--- src/rtl/hub_led_pkg.sv ---
package hub_led_pkg;

  // display classes, listed from highest to lowest priority
  typedef enum logic [2:0] {
    SHOW_LAMP    = 3'd0,
    SHOW_RESET   = 3'd1,
    SHOW_SUSPEND = 3'd2,
    SHOW_OVC     = 3'd3,
    SHOW_BABBLE  = 3'd4,
    SHOW_DEVICE  = 3'd5,
    SHOW_EMPTY   = 3'd6
  } show_e;

  typedef struct packed {
    logic yel;
    logic grn;
  } led_pair_t;

  function automatic show_e pick_show(input logic lamp, input logic brst,
                                      input logic susp, input logic ovc,
                                      input logic bab, input logic conn);
    show_e s;
    if (lamp)       s = SHOW_LAMP;
    else if (brst)  s = SHOW_RESET;
    else if (susp)  s = SHOW_SUSPEND;
    else if (ovc)   s = SHOW_OVC;
    else if (bab)   s = SHOW_BABBLE;
    else if (conn)  s = SHOW_DEVICE;
    else            s = SHOW_EMPTY;
    return s;
  endfunction

  // speed lamp steady, the other lamp blinks while traffic is stretched
  function automatic led_pair_t device_pattern(input logic low_speed,
                                               input logic busy,
                                               input logic phase);
    led_pair_t p;
    if (low_speed) begin
      p.yel = 1'b1;
      p.grn = busy & phase;
    end else begin
      p.grn = 1'b1;
      p.yel = busy & phase;
    end
    return p;
  endfunction

endpackage

--- src/rtl/hub_led_timebase.sv ---
module hub_led_timebase #(
  parameter int HALF_PERIOD = 12_000_000
) (
  input  logic clk,
  input  logic rst_n,
  output logic phase
);
  localparam int CW = (HALF_PERIOD > 1) ? $clog2(HALF_PERIOD) : 1;
  localparam logic [CW-1:0] LAST = CW'(HALF_PERIOD - 1);

  logic [CW-1:0] cnt;
  logic          wrap;

  assign wrap = (cnt == LAST);

  always_ff @(posedge clk or negedge rst_n) begin
    if (!rst_n) begin
      cnt   <= '0;
      phase <= 1'b0;
    end else if (wrap) begin
      cnt   <= '0;
      phase <= ~phase;
    end else begin
      cnt   <= cnt + 1'b1;
    end
  end

  // phase only moves at the end of a half period
  a_r10_phase_steady: assert property (@(posedge clk) disable iff (!rst_n)
    (cnt != LAST) |=> $stable(phase));
  a_r10_phase_flips: assert property (@(posedge clk) disable iff (!rst_n)
    (cnt == LAST) |=> (phase != $past(phase)));

endmodule

--- src/rtl/hub_led_stretch.sv ---
module hub_led_stretch #(
  parameter int HOLD = 24_000_000
) (
  input  logic clk,
  input  logic rst_n,
  input  logic pulse,
  output logic busy
);
  localparam int SW = $clog2(HOLD + 1);

  logic [SW-1:0] left;

  always_ff @(posedge clk or negedge rst_n) begin
    if (!rst_n)            left <= '0;
    else if (pulse)        left <= SW'(HOLD);
    else if (left != '0)   left <= left - 1'b1;
  end

  assign busy = (left != '0);

  // a pulse always opens a window on the next cycle
  a_r11_pulse_opens: assert property (@(posedge clk) disable iff (!rst_n)
    pulse |=> busy);
  a_r11_window_drains: assert property (@(posedge clk) disable iff (!rst_n)
    (!pulse && !busy) |=> !busy);

endmodule

--- src/rtl/hub_led_port.sv ---
module hub_led_port
  import hub_led_pkg::*;
(
  input  logic clk,
  input  logic rst_n,
  input  logic lamp,
  input  logic bus_reset,
  input  logic bus_suspend,
  input  logic phase,
  input  logic conn,
  input  logic low_speed,
  input  logic pwr,
  input  logic busy,
  input  logic ovc_in,
  input  logic bab_in,
  output logic yel,
  output logic grn
);
  logic      pwr_q;
  logic      ovc_lat;
  logic      bab_lat;
  logic      clr;
  show_e     show;
  led_pair_t dev;
  led_pair_t nxt;

  assign clr = ~conn | (pwr & ~pwr_q);

  always_ff @(posedge clk or negedge rst_n) begin
    if (!rst_n) begin
      pwr_q   <= 1'b0;
      ovc_lat <= 1'b0;
      bab_lat <= 1'b0;
    end else begin
      pwr_q   <= pwr;
      ovc_lat <= ovc_in | (ovc_lat & ~clr);
      bab_lat <= bab_in | (bab_lat & ~clr);
    end
  end

  always_comb begin
    show = pick_show(lamp, bus_reset, bus_suspend, ovc_lat, bab_lat, conn);
    dev  = device_pattern(low_speed, busy, phase);
    case (show)
      SHOW_LAMP, SHOW_RESET: nxt = '{yel: 1'b1,   grn: 1'b1};
      SHOW_OVC:              nxt = '{yel: phase,  grn: phase};
      SHOW_BABBLE:           nxt = '{yel: phase,  grn: ~phase};
      SHOW_DEVICE:           nxt = dev;
      default:               nxt = '{yel: 1'b0,   grn: 1'b0};
    endcase
  end

  always_ff @(posedge clk or negedge rst_n) begin
    if (!rst_n) begin
      yel <= 1'b1;
      grn <= 1'b1;
    end else begin
      yel <= nxt.yel;
      grn <= nxt.grn;
    end
  end

  // lamp test lights both
  a_r1_lamp_on: assert property (@(posedge clk) disable iff (!rst_n)
    lamp |=> (yel && grn));
  // bus reset lights both
  a_r2_reset_on: assert property (@(posedge clk) disable iff (!rst_n)
    (!lamp && bus_reset) |=> (yel && grn));
  // suspend darkens both
  a_r3_suspend_off: assert property (@(posedge clk) disable iff (!rst_n)
    (!lamp && !bus_reset && bus_suspend) |=> (!yel && !grn));
  // overcurrent blinks in phase
  a_r6_ovc_in_phase: assert property (@(posedge clk) disable iff (!rst_n)
    (!lamp && !bus_reset && !bus_suspend && ovc_lat) |=> (yel == grn));
  // babble blinks in anti-phase
  a_r7_babble_anti: assert property (@(posedge clk) disable iff (!rst_n)
    (!lamp && !bus_reset && !bus_suspend && !ovc_lat && bab_lat) |=> (yel != grn));
  // a fault event is always latched
  a_r8_ovc_latched: assert property (@(posedge clk) disable iff (!rst_n)
    ovc_in |=> ovc_lat);
  a_r8_bab_latched: assert property (@(posedge clk) disable iff (!rst_n)
    bab_in |=> bab_lat);
  // empty port is dark
  a_r9_empty_dark: assert property (@(posedge clk) disable iff (!rst_n)
    (!lamp && !bus_reset && !conn && !ovc_lat && !bab_lat) |=> (!yel && !grn));

endmodule

--- src/rtl/hub_port_led.sv ---
module hub_port_led #(
  parameter int N_PORTS  = 7,
  parameter int CLK_HZ   = 48_000_000,
  parameter int BLINK_HZ = 4
) (
  input  logic               clk,
  input  logic               rst_n,
  input  logic               enum_done,
  input  logic               bus_reset,
  input  logic               bus_suspend,
  input  logic [N_PORTS-1:0] port_conn,
  input  logic [N_PORTS-1:0] port_low_speed,
  input  logic [N_PORTS-1:0] port_pwr,
  input  logic [N_PORTS-1:0] port_traffic,
  input  logic [N_PORTS-1:0] port_overcurrent,
  input  logic [N_PORTS-1:0] port_babble,
  output logic [N_PORTS-1:0] led_yel,
  output logic [N_PORTS-1:0] led_grn
);
  localparam int HALF_PERIOD = CLK_HZ / BLINK_HZ;
  localparam int HOLD        = 2 * HALF_PERIOD;

  logic enum_seen;
  logic phase;

  always_ff @(posedge clk or negedge rst_n) begin
    if (!rst_n)         enum_seen <= 1'b0;
    else if (enum_done) enum_seen <= 1'b1;
  end

  // once enumerated, the lamp test never returns
  a_r1_enum_sticky: assert property (@(posedge clk) disable iff (!rst_n)
    enum_seen |=> enum_seen);

  hub_led_timebase #(.HALF_PERIOD(HALF_PERIOD)) u_timebase (
    .clk   (clk),
    .rst_n (rst_n),
    .phase (phase)
  );

  for (genvar p = 0; p < N_PORTS; p++) begin : g_port
    logic busy;

    hub_led_stretch #(.HOLD(HOLD)) u_stretch (
      .clk   (clk),
      .rst_n (rst_n),
      .pulse (port_traffic[p]),
      .busy  (busy)
    );

    hub_led_port u_port (
      .clk         (clk),
      .rst_n       (rst_n),
      .lamp        (~enum_seen),
      .bus_reset   (bus_reset),
      .bus_suspend (bus_suspend),
      .phase       (phase),
      .conn        (port_conn[p]),
      .low_speed   (port_low_speed[p]),
      .pwr         (port_pwr[p]),
      .busy        (busy),
      .ovc_in      (port_overcurrent[p]),
      .bab_in      (port_babble[p]),
      .yel         (led_yel[p]),
      .grn         (led_grn[p])
    );
  end

endmodule

--- config.mk ---
export PLATFORM = sky130hd
export DESIGN_NAME = hub_port_led
export DESIGN_NICKNAME = d
export VERILOG_FILES = /design/src/rtl/hub_led_pkg.sv /design/src/rtl/hub_led_timebase.sv /design/src/rtl/hub_led_stretch.sv /design/src/rtl/hub_led_port.sv /design/src/rtl/hub_port_led.sv
export SDC_FILE = /design/constraint.sdc
export NUM_CORES = 1
export LEC_CHECK = 0
export BUFFER_PORTS_ARGS = -buffer_cell sky130_fd_sc_hd__clkbuf_2
export CORE_MARGIN = 3
export CORE_UTILIZATION = 45
export CTS_CLUSTER_SIZE = 14
export DETAILED_ROUTE_END_ITERATION = 8
export PLACE_DENSITY = 0.72
export SLEW_MARGIN = 5
export SYNTH_ARGS = -nofsm -noshare
export SYNTH_HDL_FRONTEND = slang
export SYNTH_SLANG_ARGS = --single-unit
--- constraint.sdc ---
create_clock -name clk -period 2.7 [get_ports clk]
set_input_delay 0.81 -clock clk [delete_from_list [all_inputs] [get_ports clk]]
set_output_delay 0.81 -clock clk [all_outputs]
set_load 0.02 [all_outputs]
==> impl_metrics.toml <==
[floorplan]
die_x_um = 171
num_io_pins = 61
core_region_area_um2 = 26400
start_util_pct = 46.3
die_area_um2 = 29200
die_y_um = 171
rows = 59

[critical_path]
max_stage_delay_ps = 620
end_kind = "flop"
critPathMaxFanout = 6
crit_chain = "or4_1, or4_1, o41ai_4, nor3_1, or3b_2"
cp-start-kind = "flop"
critPathKind = "flop to flop"
arrival_ps = 2970
required_ps = 3090
cpMostUsedCell = "or4_1"
r2r_setup_slack_ps = 120
slowest_stage = "or4_1"

[final_layout]
drive_above_1_share_pct = 14.9
layout_commonest_cell = "dfrtp_1"
final_cell_mix = "222 x dfrtp_1, 161 x nor2_1, 59 x clkbuf_2, 58 x nor4_1, 55 x a21oi_1"
antenna_cells = 0
area_growth_pct = 15.0
final_nets = 1407
fill_cells = 2363

[routing]
vias = 9796
wl_per_cell_um = 15.7
drc = 0
drt_iter0_drc = 733
first_pass_iters = 5
wl_mm = 26.7
vias_per_cell = 5.74
ant_nets = 0

[logic_synthesis]
ys_seq_area_share_pct = 48.4
synthesis.nets = 1328
synthCells = 1273
ys_async_sr_fraction_pct = 100
yosysTopAreaCell = "dfrtp_1"
synth_enable_flop_cells = 0
synth_top_area_share_pct = 45.4
synth.distinct_cells = 66
synth_ff_type = "dfrtp_1"
synth_warnings = 0
synth_area_per_cell_um2 = 9.62
syn_area_um2 = 12200
synth_area_leaders = "dfrtp_1 45%, nor2_1 5.0%, xor2_1 3.6%"
ys_ff_latch = 236

[cts]
clkTransAtPathRegs_ps = 60
clk-insertion-delay-late_ps = 530
cts_tree = "built"
clk_path_buf_depth = 3
clock_sinks = 236
root_buffer = "clkbuf_16"
post_cts_buffers = 0
htreeDepth = 1
cts_made_buffers = 26

[sta]
tightest_slew_ps = 648
finalMaxSlewViolations = 0
rsz0062_at_grt = "no"
relSlewSlack_pct = 56.4
fin_crit_sh_pct = 95.4
setup_viol = 0
setup_tns_ps = 0
hold_violations = 0
max_freq_mhz = 388
min_period_ps = 2580
skew_ps = 12.8

[run_status]
status = "finished clean"

[global_route]
grt_pass1_vias = 9419
grt.total_usage_pct = 18.6
antenna_found_initial = 0
grt_pass1_wl_mm = 45.8
grt_max_degree = 70
overflow = 0

[power_and_ir_drop]
netSwitchingFraction_pct = 26.2
cellLeakagePower_nw = 5.46
power_frac_comb_pct = 14.8
switching_power_mw = 2.44
clkPwrFrac_pct = 41.4
seqPwrFrac_pct = 43.8
ir_drop_mv = 0.539
intPower_mw = 6.90
power.density_nw_per_um2 = 663
power_mw = 9.34

[place]
gp_congestion = 0.852
port_buffers = 60
hpwl_mm = 18.4

[min_path]
hold_class = "primary input to async pin"

[run]
drv_cap = 0
## registers in the layout, indices dropped and copies added (netlist names)
register               count
enum_seen                  1
g_port.u_port.bab_lat      7
g_port.u_port.grn          7
g_port.u_port.ovc_lat      7
g_port.u_port.pwr_q        7
g_port.u_port.yel          7
g_port.u_stretch.left    175
u_timebase.cnt            24
u_timebase.phase           1
## cell usage after synthesis, types with 8 or more instances
cell       count
a21oi_1       55
o211ai_1      17
a2111oi_0      9
or2_2         14
ha_1           8
xnor2_1       45
nand2b_1      29
a21o_1        17
o21ai_0       52
mux2i_1       15
nor2_1       163
o31ai_1       30
nand3_1       41
clkbuf_1      39
xor2_1        51
or3_1         50
a21boi_0      13
nor2b_1       28
or4_1         44
dfstp_2       14
dfrtp_1      222
nand2_1       52
nand4_1       19
buf_4         14
nor4_1        58
a211oi_1      14
nor3_1        41
inv_1         27
o31a_1         8
## critical path: cells and delay by family, from the launching register on
kind | cells | cell delay (ps)
DFF | 1 | 430
AOI/OAI and AO/OA | 1 | 280
and+or+nand+nor | 4 | 1730
## per-stage QoR
step | instances | hold WS [ps] | worst slack [ps] | util (%) | area, um2
after global routing | 1706 | 153 | 11.6 | 53.3 | 14100
after floorplan | 1273 | 446 | 2.97 | - | 12200
after CTS | 1706 | 139 | 11.0 | 53.2 | 14100
after detailed placement | 1659 | 470 | -19.7 | 49.6 | 13100
after global placement | 1659 | 466 | 64.1 | 49.6 | 13100
final | 1706 | 150 | 123 | 53.3 | 14100
## logic make-up after synthesis
| logic type | after synthesis | share of synthesized area [%] |
|---|---|---|
| muxes | 19 | 1.62 |
| xor gates and xnor gates | 96 | 6.86 |
| AOI/OAI and AO/OA | 239 | 13.1 |
| adders and majority gates | 8 | 0.817 |
| DFF | 236 | 48.4 |
| and+or+nand+nor | 589 | 26.1 |
| buffers and inverters | 86 | 3.16 |
## metal layers
metal	track usage (%)	part of all wire [%]
met1	26.4	47
met2	30.3	47
met3	2.59	3.8
met4	4.83	2.2
met5	0	0
## layout make-up
| class | instances | area, um2 | area share [%] |
|---|---|---|---|
| clock inverters | 7 | 140 | 0.995 |
| inverters | 28 | 105 | 0.746 |
| flip-flops and latches | 236 | 5920 | 42.1 |
| multi-input cells | 951 | 5950 | 42.3 |
| well taps | 335 | 419 | 2.98 |
| clock buffers | 40 | 825 | 5.86 |
| repair buffers | 109 | 716 | 5.08 |
## final timing paths
path,start,end,cells past startpoint
min,rst_n,g_port[4].u_stretch.left[19]$_DFFE_PN0P_,1
max in group asynchronous,rst_n,g_port[3].u_stretch.left[10]$_DFFE_PN0P_,2
min reg2reg,u_timebase.cnt[6]$_DFF_PN0_,u_timebase.cnt[6]$_DFF_PN0_,1
max,g_port[5].u_stretch.left[18]$_DFFE_PN0P_,g_port[5].u_stretch.left[10]$_DFFE_PN0P_,5
min in group clk,port_pwr[5],g_port[5].u_port.pwr_q$_DFF_PN0_,1
max reg2reg,g_port[5].u_stretch.left[18]$_DFFE_PN0P_,g_port[5].u_stretch.left[10]$_DFFE_PN0P_,5
## power groups by stage
stage / sequential, mW / clock [mW] / combinational (mW)
final: 4.09 / 3.87 / 1.38
after global routing: 4.14 / 4.13 / 1.57
after CTS: 4.09 / 3.97 / 1.39
after detailed placement: 4.14 / 0 / 1.37
after global placement: 4.13 / 0 / 1.35
after floorplan: 4.08 / 0 / 0.975
## what timing repair did
action,CTS,global route
setup endpoints to repair,1,17
resized for setup,1,3
hold buffers,0,0
hold endpoints to repair,0,0
Note: power is estimated with default switching activity, not from simulation.
